**src/rtl/sfq_pkg.sv**
```systemverilog
package sfq_pkg;

    localparam int WORD_W = 32;

    // interrupt status word, bit 3 down to bit 0
    typedef struct packed {
        logic rx_err;
        logic tx_err;
        logic rx_need;
        logic tx_accept;
    } irq_vec_t;

    typedef enum logic [1:0] {
        THR_EDGE     = 2'd0,
        THR_QUARTER  = 2'd1,
        THR_3QUARTER = 2'd2,
        THR_LIMIT    = 2'd3
    } thr_sel_e;

    function automatic logic tx_accept_f(input int lvl, input thr_sel_e sel, input int depth);
        case (sel)
            THR_EDGE:     return lvl == 0;
            THR_QUARTER:  return lvl < depth / 4;
            THR_3QUARTER: return lvl < (3 * depth) / 4;
            default:      return lvl < depth;
        endcase
    endfunction

    function automatic logic rx_need_f(input int lvl, input thr_sel_e sel, input int depth);
        case (sel)
            THR_EDGE:     return lvl >= 1;
            THR_QUARTER:  return lvl >= depth / 4;
            THR_3QUARTER: return lvl >= (3 * depth) / 4;
            default:      return lvl == depth;
        endcase
    endfunction

endpackage

```
**src/rtl/sfq_store.sv**
```systemverilog
module sfq_store #(
    parameter int DEPTH = 64,
    parameter int W     = 32,
    localparam int AW   = $clog2(DEPTH),
    localparam int LW   = AW + 1
) (
    input  logic          clk,
    input  logic          rst,
    input  logic          push,
    input  logic [W-1:0]  din,
    input  logic          pop,
    input  logic          flush,
    output logic [W-1:0]  dout,
    output logic [LW-1:0] level,
    output logic          push_drop,
    output logic          pop_drop
);
    logic [W-1:0]  mem [DEPTH];
    logic [AW-1:0] wp, rp;
    logic [LW-1:0] cnt;
    logic          full, empty, do_push, do_pop;

    assign full      = (cnt == LW'(DEPTH));
    assign empty     = (cnt == '0);
    assign do_push   = push && !full;
    assign do_pop    = pop && !empty;
    assign push_drop = push && full;
    assign pop_drop  = pop && empty;

    always_ff @(posedge clk) begin
        if (rst || flush) begin
            wp  <= '0;
            rp  <= '0;
            cnt <= '0;
        end else begin
            if (do_push) wp <= wp + 1'b1;
            if (do_pop)  rp <= rp + 1'b1;
            cnt <= cnt + LW'(do_push) - LW'(do_pop);
        end
    end

    always_ff @(posedge clk) begin
        if (do_push) mem[wp] <= din;
    end

    assign dout  = mem[rp];
    assign level = cnt;


    flush_empties_chk: assert property (@(posedge clk) disable iff (rst)
        flush |=> (level == '0));


    no_overflow_chk: assert property (@(posedge clk) disable iff (rst)
        (push_drop && !pop && !flush) |=> $stable(level));

endmodule

```
**src/rtl/sfq_tick_relay.sv**
```systemverilog
module sfq_tick_relay (
    input  logic clk,
    input  logic rst,
    input  logic tick,
    input  logic req,
    output logic echo,
    output logic arrive
);
    logic s1, s2;

    always_ff @(posedge clk) begin
        if (rst) begin
            s1 <= 1'b0;
            s2 <= 1'b0;
        end else if (tick) begin
            s1 <= req;
            s2 <= s1;
        end
    end

    assign echo   = s2;
    assign arrive = tick && (s1 != s2);


    echo_on_tick_chk: assert property (@(posedge clk) disable iff (rst)
        !tick |=> $stable(echo));

endmodule

```
**src/rtl/sfq_dma_fifo.sv**
```systemverilog
module sfq_dma_fifo
    import sfq_pkg::*;
#(
    parameter int DEPTH = 64,
    parameter int W     = WORD_W,
    localparam int LW   = $clog2(DEPTH) + 1
) (
    input  logic          clk,
    input  logic          rst,
    input  logic          bus_wr_en,
    input  logic [W-1:0]  bus_wr_data,
    input  logic          bus_rd_en,
    output logic [W-1:0]  bus_rd_data,
    input  logic          ser_tick,
    input  logic          ser_tx_pop,
    output logic [W-1:0]  ser_tx_data,
    input  logic          ser_rx_push,
    input  logic [W-1:0]  ser_rx_data,
    input  logic          clr_tx,
    input  logic          clr_rx,
    input  logic          sync_tgl,
    output logic          sync_rb,
    input  logic [1:0]    tx_thr_sel,
    input  logic [1:0]    rx_thr_sel,
    input  logic          dma_en,
    input  logic [LW-1:0] tx_req_lvl,
    input  logic [LW-1:0] tx_panic_lvl,
    input  logic [LW-1:0] rx_req_lvl,
    input  logic [LW-1:0] rx_panic_lvl,
    output logic          tx_dreq,
    output logic          tx_panic,
    output logic          rx_dreq,
    output logic          rx_panic,
    input  logic [3:0]    irq_en,
    input  logic [3:0]    irq_clr,
    output logic [3:0]    irq_stat,
    output logic          irq,
    output logic [LW-1:0] tx_level,
    output logic [LW-1:0] rx_level,
    output logic          tx_empty,
    output logic          rx_full,
    output logic          rx_has_data,
    output logic          tx_accept,
    output logic          rx_need
);
    localparam int NDIR = 2;  // index 0 transmit, 1 receive

    logic [NDIR-1:0] clr_cmd, clr_req, clr_echo, clr_hit;
    logic tx_push_drop, tx_pop_drop, rx_push_drop, rx_pop_drop;
    logic sync_req, sync_arrive;
    logic [3:0] irq_q;
    irq_vec_t   set_v;

    assign clr_cmd = {clr_rx, clr_tx};

    // one clear round trip per direction
    for (genvar d = 0; d < NDIR; d++) begin : g_clr
        logic req_q;
        always_ff @(posedge clk) begin
            if (rst)
                req_q <= 1'b0;
            else if (clr_cmd[d] && (req_q == clr_echo[d]))
                req_q <= ~req_q;
        end
        assign clr_req[d] = req_q;

        sfq_tick_relay u_relay (
            .clk    (clk),
            .rst    (rst),
            .tick   (ser_tick),
            .req    (clr_req[d]),
            .echo   (clr_echo[d]),
            .arrive (clr_hit[d])
        );
    end

    always_ff @(posedge clk) begin
        if (rst)           sync_req <= 1'b0;
        else if (sync_tgl) sync_req <= ~sync_req;
    end

    sfq_tick_relay u_sync (
        .clk    (clk),
        .rst    (rst),
        .tick   (ser_tick),
        .req    (sync_req),
        .echo   (sync_rb),
        .arrive (sync_arrive)
    );

    sfq_store #(.DEPTH(DEPTH), .W(W)) u_txq (
        .clk       (clk),
        .rst       (rst),
        .push      (bus_wr_en),
        .din       (bus_wr_data),
        .pop       (ser_tx_pop),
        .flush     (clr_hit[0]),
        .dout      (ser_tx_data),
        .level     (tx_level),
        .push_drop (tx_push_drop),
        .pop_drop  (tx_pop_drop)
    );

    sfq_store #(.DEPTH(DEPTH), .W(W)) u_rxq (
        .clk       (clk),
        .rst       (rst),
        .push      (ser_rx_push),
        .din       (ser_rx_data),
        .pop       (bus_rd_en),
        .flush     (clr_hit[1]),
        .dout      (bus_rd_data),
        .level     (rx_level),
        .push_drop (rx_push_drop),
        .pop_drop  (rx_pop_drop)
    );

    assign tx_empty    = (tx_level == '0);
    assign rx_full     = (rx_level == LW'(DEPTH));
    assign rx_has_data = (rx_level != '0);
    assign tx_accept   = tx_accept_f(int'(tx_level), thr_sel_e'(tx_thr_sel), DEPTH);
    assign rx_need     = rx_need_f(int'(rx_level), thr_sel_e'(rx_thr_sel), DEPTH);

    assign tx_dreq  = dma_en && (tx_level <= tx_req_lvl);
    assign tx_panic = dma_en && (tx_level <= tx_panic_lvl);
    assign rx_dreq  = dma_en && (rx_level >= rx_req_lvl);
    assign rx_panic = dma_en && (rx_level >= rx_panic_lvl);

    always_comb begin
        set_v.tx_accept = tx_accept;
        set_v.rx_need   = rx_need;
        set_v.tx_err    = tx_push_drop || tx_pop_drop;
        set_v.rx_err    = rx_push_drop || rx_pop_drop;
    end

    always_ff @(posedge clk) begin
        if (rst) irq_q <= '0;
        else     irq_q <= (irq_q & ~irq_clr) | set_v;
    end

    assign irq_stat = irq_q;
    assign irq      = |(irq_q & irq_en);


    err_sticky_chk: assert property (@(posedge clk) disable iff (rst)
        (irq_stat[2] && !irq_clr[2]) |=> irq_stat[2]);


    panic_within_req_chk: assert property (@(posedge clk) disable iff (rst)
        (tx_panic && (tx_panic_lvl <= tx_req_lvl)) |-> tx_dreq);


    empty_accepts_chk: assert property (@(posedge clk) disable iff (rst)
        tx_empty |-> tx_accept);


    sync_arrive_chk: assert property (@(posedge clk) disable iff (rst)
        sync_arrive |=> !$stable(sync_rb));

endmodule

```
**config.mk**
```make
export PLATFORM = sky130hd
export DESIGN_NAME = sfq_dma_fifo
export DESIGN_NICKNAME = d
export VERILOG_FILES = /design/src/rtl/sfq_pkg.sv /design/src/rtl/sfq_store.sv /design/src/rtl/sfq_tick_relay.sv /design/src/rtl/sfq_dma_fifo.sv
export SDC_FILE = /design/constraint.sdc
export NUM_CORES = 2
export LEC_CHECK = 0
export BUFFER_PORTS_ARGS = -buffer_cell sky130_fd_sc_hd__buf_2
export CAP_MARGIN = 20
export CORE_MARGIN = 2
export CORE_UTILIZATION = 40
export CTS_BUF_LIST = sky130_fd_sc_hd__clkbuf_16
export DETAILED_ROUTE_END_ITERATION = 10
export PLACE_DENSITY_LB_ADDON = 0.1
export SYNTH_ARGS = -nofsm -noshare
export SYNTH_HDL_FRONTEND = slang
export SYNTH_HIERARCHICAL = 1
export SYNTH_SLANG_ARGS = --single-unit
```
**constraint.sdc**
```tcl
create_clock -name clk -period 4.8 [get_ports clk]
set_input_delay 0.72 -clock clk [delete_from_list [all_inputs] [get_ports clk]]
set_output_delay 0.72 -clock clk [all_outputs]
set_load 0.01 [all_outputs]
```
==> results by group <==
Run
  • Max Cap Viol: 0

Placed design
  • Cell Count Post-Placement: 12.8k
  • Half-perimeter wire length after detailed placement: 259 mm
  • Number of buffers inserted by port buffering: 207
  • Weighted congestion at the end of routability-driven global placement: 0.780

Setup path
  • Startpoint kind of the worst setup timing path: flop
  • Total number of cells along the worst setup path: 8
  • Slowest CP cell: sky130_fd_sc_hd__nor4_1
  • Kind of capture point of the worst setup path: output pin
  • Crit path buf inv count: 3
  • Worst-path maximum fanout: 19
  • CP most frequent cell: sky130_fd_sc_hd__nor2_1
  • Largest stage delay on the critical path: 0.74 ns
  • Largest delay share family, worst path: simple AND/OR/NAND/NOR gates
  • Setup Crit Path Kind: reg -> out
  • WP data arrival: 3.98 ns
  • Worst r2r path cells: 8
  • Cell chain of the critical path: buf_4 -> nand2b_1 -> buf_12 -> o22ai_1 -> nor4_1 -> nor2_1 -> nor2_1 -> buf_2
  • Worst Path Required: 4.08 ns

Power and ir drop
  • Net Sw Frac: 0.247
  • Power per Cell Area: 470 nW/µm²
  • Cell internal power dissipation: 65,800 µW
  • Net load switching power: 21,600 µW
  • Worst voltage drop across the vdd grid: 361 µV
  • Share of power burned in registers: 0.463
  • Relative contribution of the clock network to total power: 0.384
  • Comb pwr share: 0.153
  • Leakage dissipation: 0.0575 µW

Route
  • Total Wirelength: 441 mm
  • Detailed-route DRC error count: 0
  • Ratio of routed vias to standard cells: 5.69
  • Post-DR wirelength/cell: 32.3 µm
  • Antenna viol nets, final: 0
  • Iter 0 DRT Violations: 7,474
  • Via count: 77.6k
  • Length of the first detailed-routing pass in iterations: 6

Global route
  • Overflow left after global routing: 0
  • Initial antenna violation count: 36
  • Largest net degree at the start of global routing: 90
  • First-pass GRT wire length: 622 mm
  • Global Route Usage Sum: 0.215
  • Number of global-route vias before repair: 80.3k

Clocking
  • Master cell of the clock root buffer: sky130_fd_sc_hd__clkbuf_16
  • Clock edge transition at the registers on the reported setup and hold paths: 0.06 ns
  • Clock buffer depth: 4
  • Clock Latency Late Sink: 0.99 ns
  • Sink Count: 4,159
  • TritonCTS clock tree: built
  • Number of CTS-inserted buffers: 446
  • H-tree lvl count: 5

STA
  • Final setup TNS: 0 ns
  • Transition at the pin with the smallest max-transition slack: 1.05 ns
  • Fin crit period: 4.70 ns
  • Fin Hold WS: 0.0513 ns
  • Maximum operating frequency: 213 MHz
  • Max-slew violation total from the final report: 0
  • Layout Skew: 0.0459 ns
  • Endpoints failing setup: 0
  • Part of the cycle the worst path needs: 0.980
  • Hold Violations, Final: 0
  • Max-slew headroom at the worst pin: 0.301

Worst hold path
  • Path category of the worst min-delay check: in -> reg
  • Hold-critical path depth: 1

Floorplan
  • Core region area: 399,000 µm²
  • Die area: 405,000 µm²
  • Initial Utilization: 0.401
  • Std cell rows: 232
  • Width of the die: 636 µm
  • IO Pins: 208
  • Die span in y: 636 µm

Yosys
  • Net Count, Synth: 7,397
  • Post-synthesis area per instance: 22.1 µm²
  • Yosys warnings: 6
  • Synthesized instance count: 7,232
  • Post-synth design cell area: 160,000 µm²

Final layout
  • Count of nets after finishing: 8,165
  • Post-layout instance count excluding filler cells: 13.6k
  • Combined flip-flop and latch cell area: 124,000 µm²
  • Share of post-route cells with drive strength above 1: 0.300
  • Total area of multi-input combinational cells: 34,100 µm²
  • Area added between synthesis and finish: 16.2%
  • Fillcell total: 33.2k

Run status
  • Outcome: finished, final reports clean
## metrics by stage
stage	utilization	setup slack, ns	total power (µW)	instance area [µm²]
2_1_floorplan	-	1.05	49800	160000
3_3_place_gp	0.428	-0.0167	54600	171000
3_5_place_dp	0.428	0.469	54700	171000
4_1_cts	0.465	0.000808	88600	185000
5_1_grt	0.466	-0.000595	90500	186000
6_report	0.466	0.0964	87400	186000
## power by group through the flow
stage | logic, µW | clock network, µW | registers, µW
after floorplan | 8710 | 0 | 41100
after global placement | 13200 | 0 | 41300
final | 13400 | 33600 | 40400
after global routing | 14400 | 35700 | 40400
after detailed placement | 13300 | 0 | 41300
after CTS | 13700 | 34400 | 40400
## state kept, by name, summed over array words and instances (netlist names), named ones only
signal,count
u_txq/level,7
u_txq/mem,2048
u_sync/echo,1
u_rxq/wp,6
irq_stat,4
u_txq/rp,6
u_rxq/mem,2048
g_clr.u_relay/echo,2
u_rxq/rp,6
g_clr.u_relay/s1,2
g_clr.req_q,2
sync_req,1
u_rxq/level,7
u_sync/s1,1
u_txq/wp,6
## layer usage
layer	share of wire	vias up	GRT usage
li1	-	32200	-
met1	0.41	42700	0.284
met2	0.51	2094	0.377
met3	0.046	635	0.0274
met4	0.027	30	0.0554
met5	0.00047	-	0
## cell usage in the layout, fill, tap and decap left out, types with 115 or more instances in the layout
cell,n
sky130_fd_sc_hd__buf_2,208
sky130_fd_sc_hd__clkinv_1,115
sky130_fd_sc_hd__o22ai_1,219
sky130_fd_sc_hd__mux2i_1,234
sky130_fd_sc_hd__nor2_4,126
sky130_fd_sc_hd__buf_4,380
sky130_fd_sc_hd__clkbuf_16,453
sky130_fd_sc_hd__edfxtp_1,4096
sky130_fd_sc_hd__mux4_2,971
sky130_fd_sc_hd__nor2_1,168
sky130_fd_sc_hd__inv_1,143
## what timing repair did
action                     in CTS  in global routing
hold buffers                    8                  0
gates resized for setup        35                  6
setup buffers                  17                  0
setup endpoints to repair      61                  5
hold endpoints to repair       15                  0
gates cloned                    1                  0
pin swaps                       0                  1
## worst paths after layout
kind                          from  slack (ns)           endpoint
max reg2reg         u_rxq/level[5]        0.89  u_rxq/mem[18][24]
min                bus_wr_data[20]        0.05  u_txq/mem[44][20]
min reg2reg  g_clr[0].u_relay/echo        0.47     g_clr[0].req_q
max                           flop         0.1    ser_tx_data[12]
## area by class of cell
| cell class | count | share of cell area |
|---|---|---|
| Multi-Input combinational cell | 2629 | 0.184 |
| Timing Repair Buffer | 714 | 0.0341 |
| Tap cell | 5265 | 0.0355 |
| Clock inverter | 370 | 0.0158 |
| Sequential cell | 4159 | 0.669 |
| Clock buffer | 453 | 0.0610 |
| Antenna cell | 5 | 0.0000673 |
| Inverter | 50 | 0.00101 |
## worst register-to-register path, stage by stage (launching register included)
cell	delay [ns]
sky130_fd_sc_hd__dfxtp_1	0.53
sky130_fd_sc_hd__inv_1	0.12
sky130_fd_sc_hd__ha_1	0.19
sky130_fd_sc_hd__nor4bb_1	0.16
sky130_fd_sc_hd__a21boi_2	0.44
sky130_fd_sc_hd__nor2b_1	0.38
sky130_fd_sc_hd__nand2_1	0.61
sky130_fd_sc_hd__nor2_4	0.83
sky130_fd_sc_hd__buf_12	0.30
No activity file was read; power rests on OpenSTA's default activity.
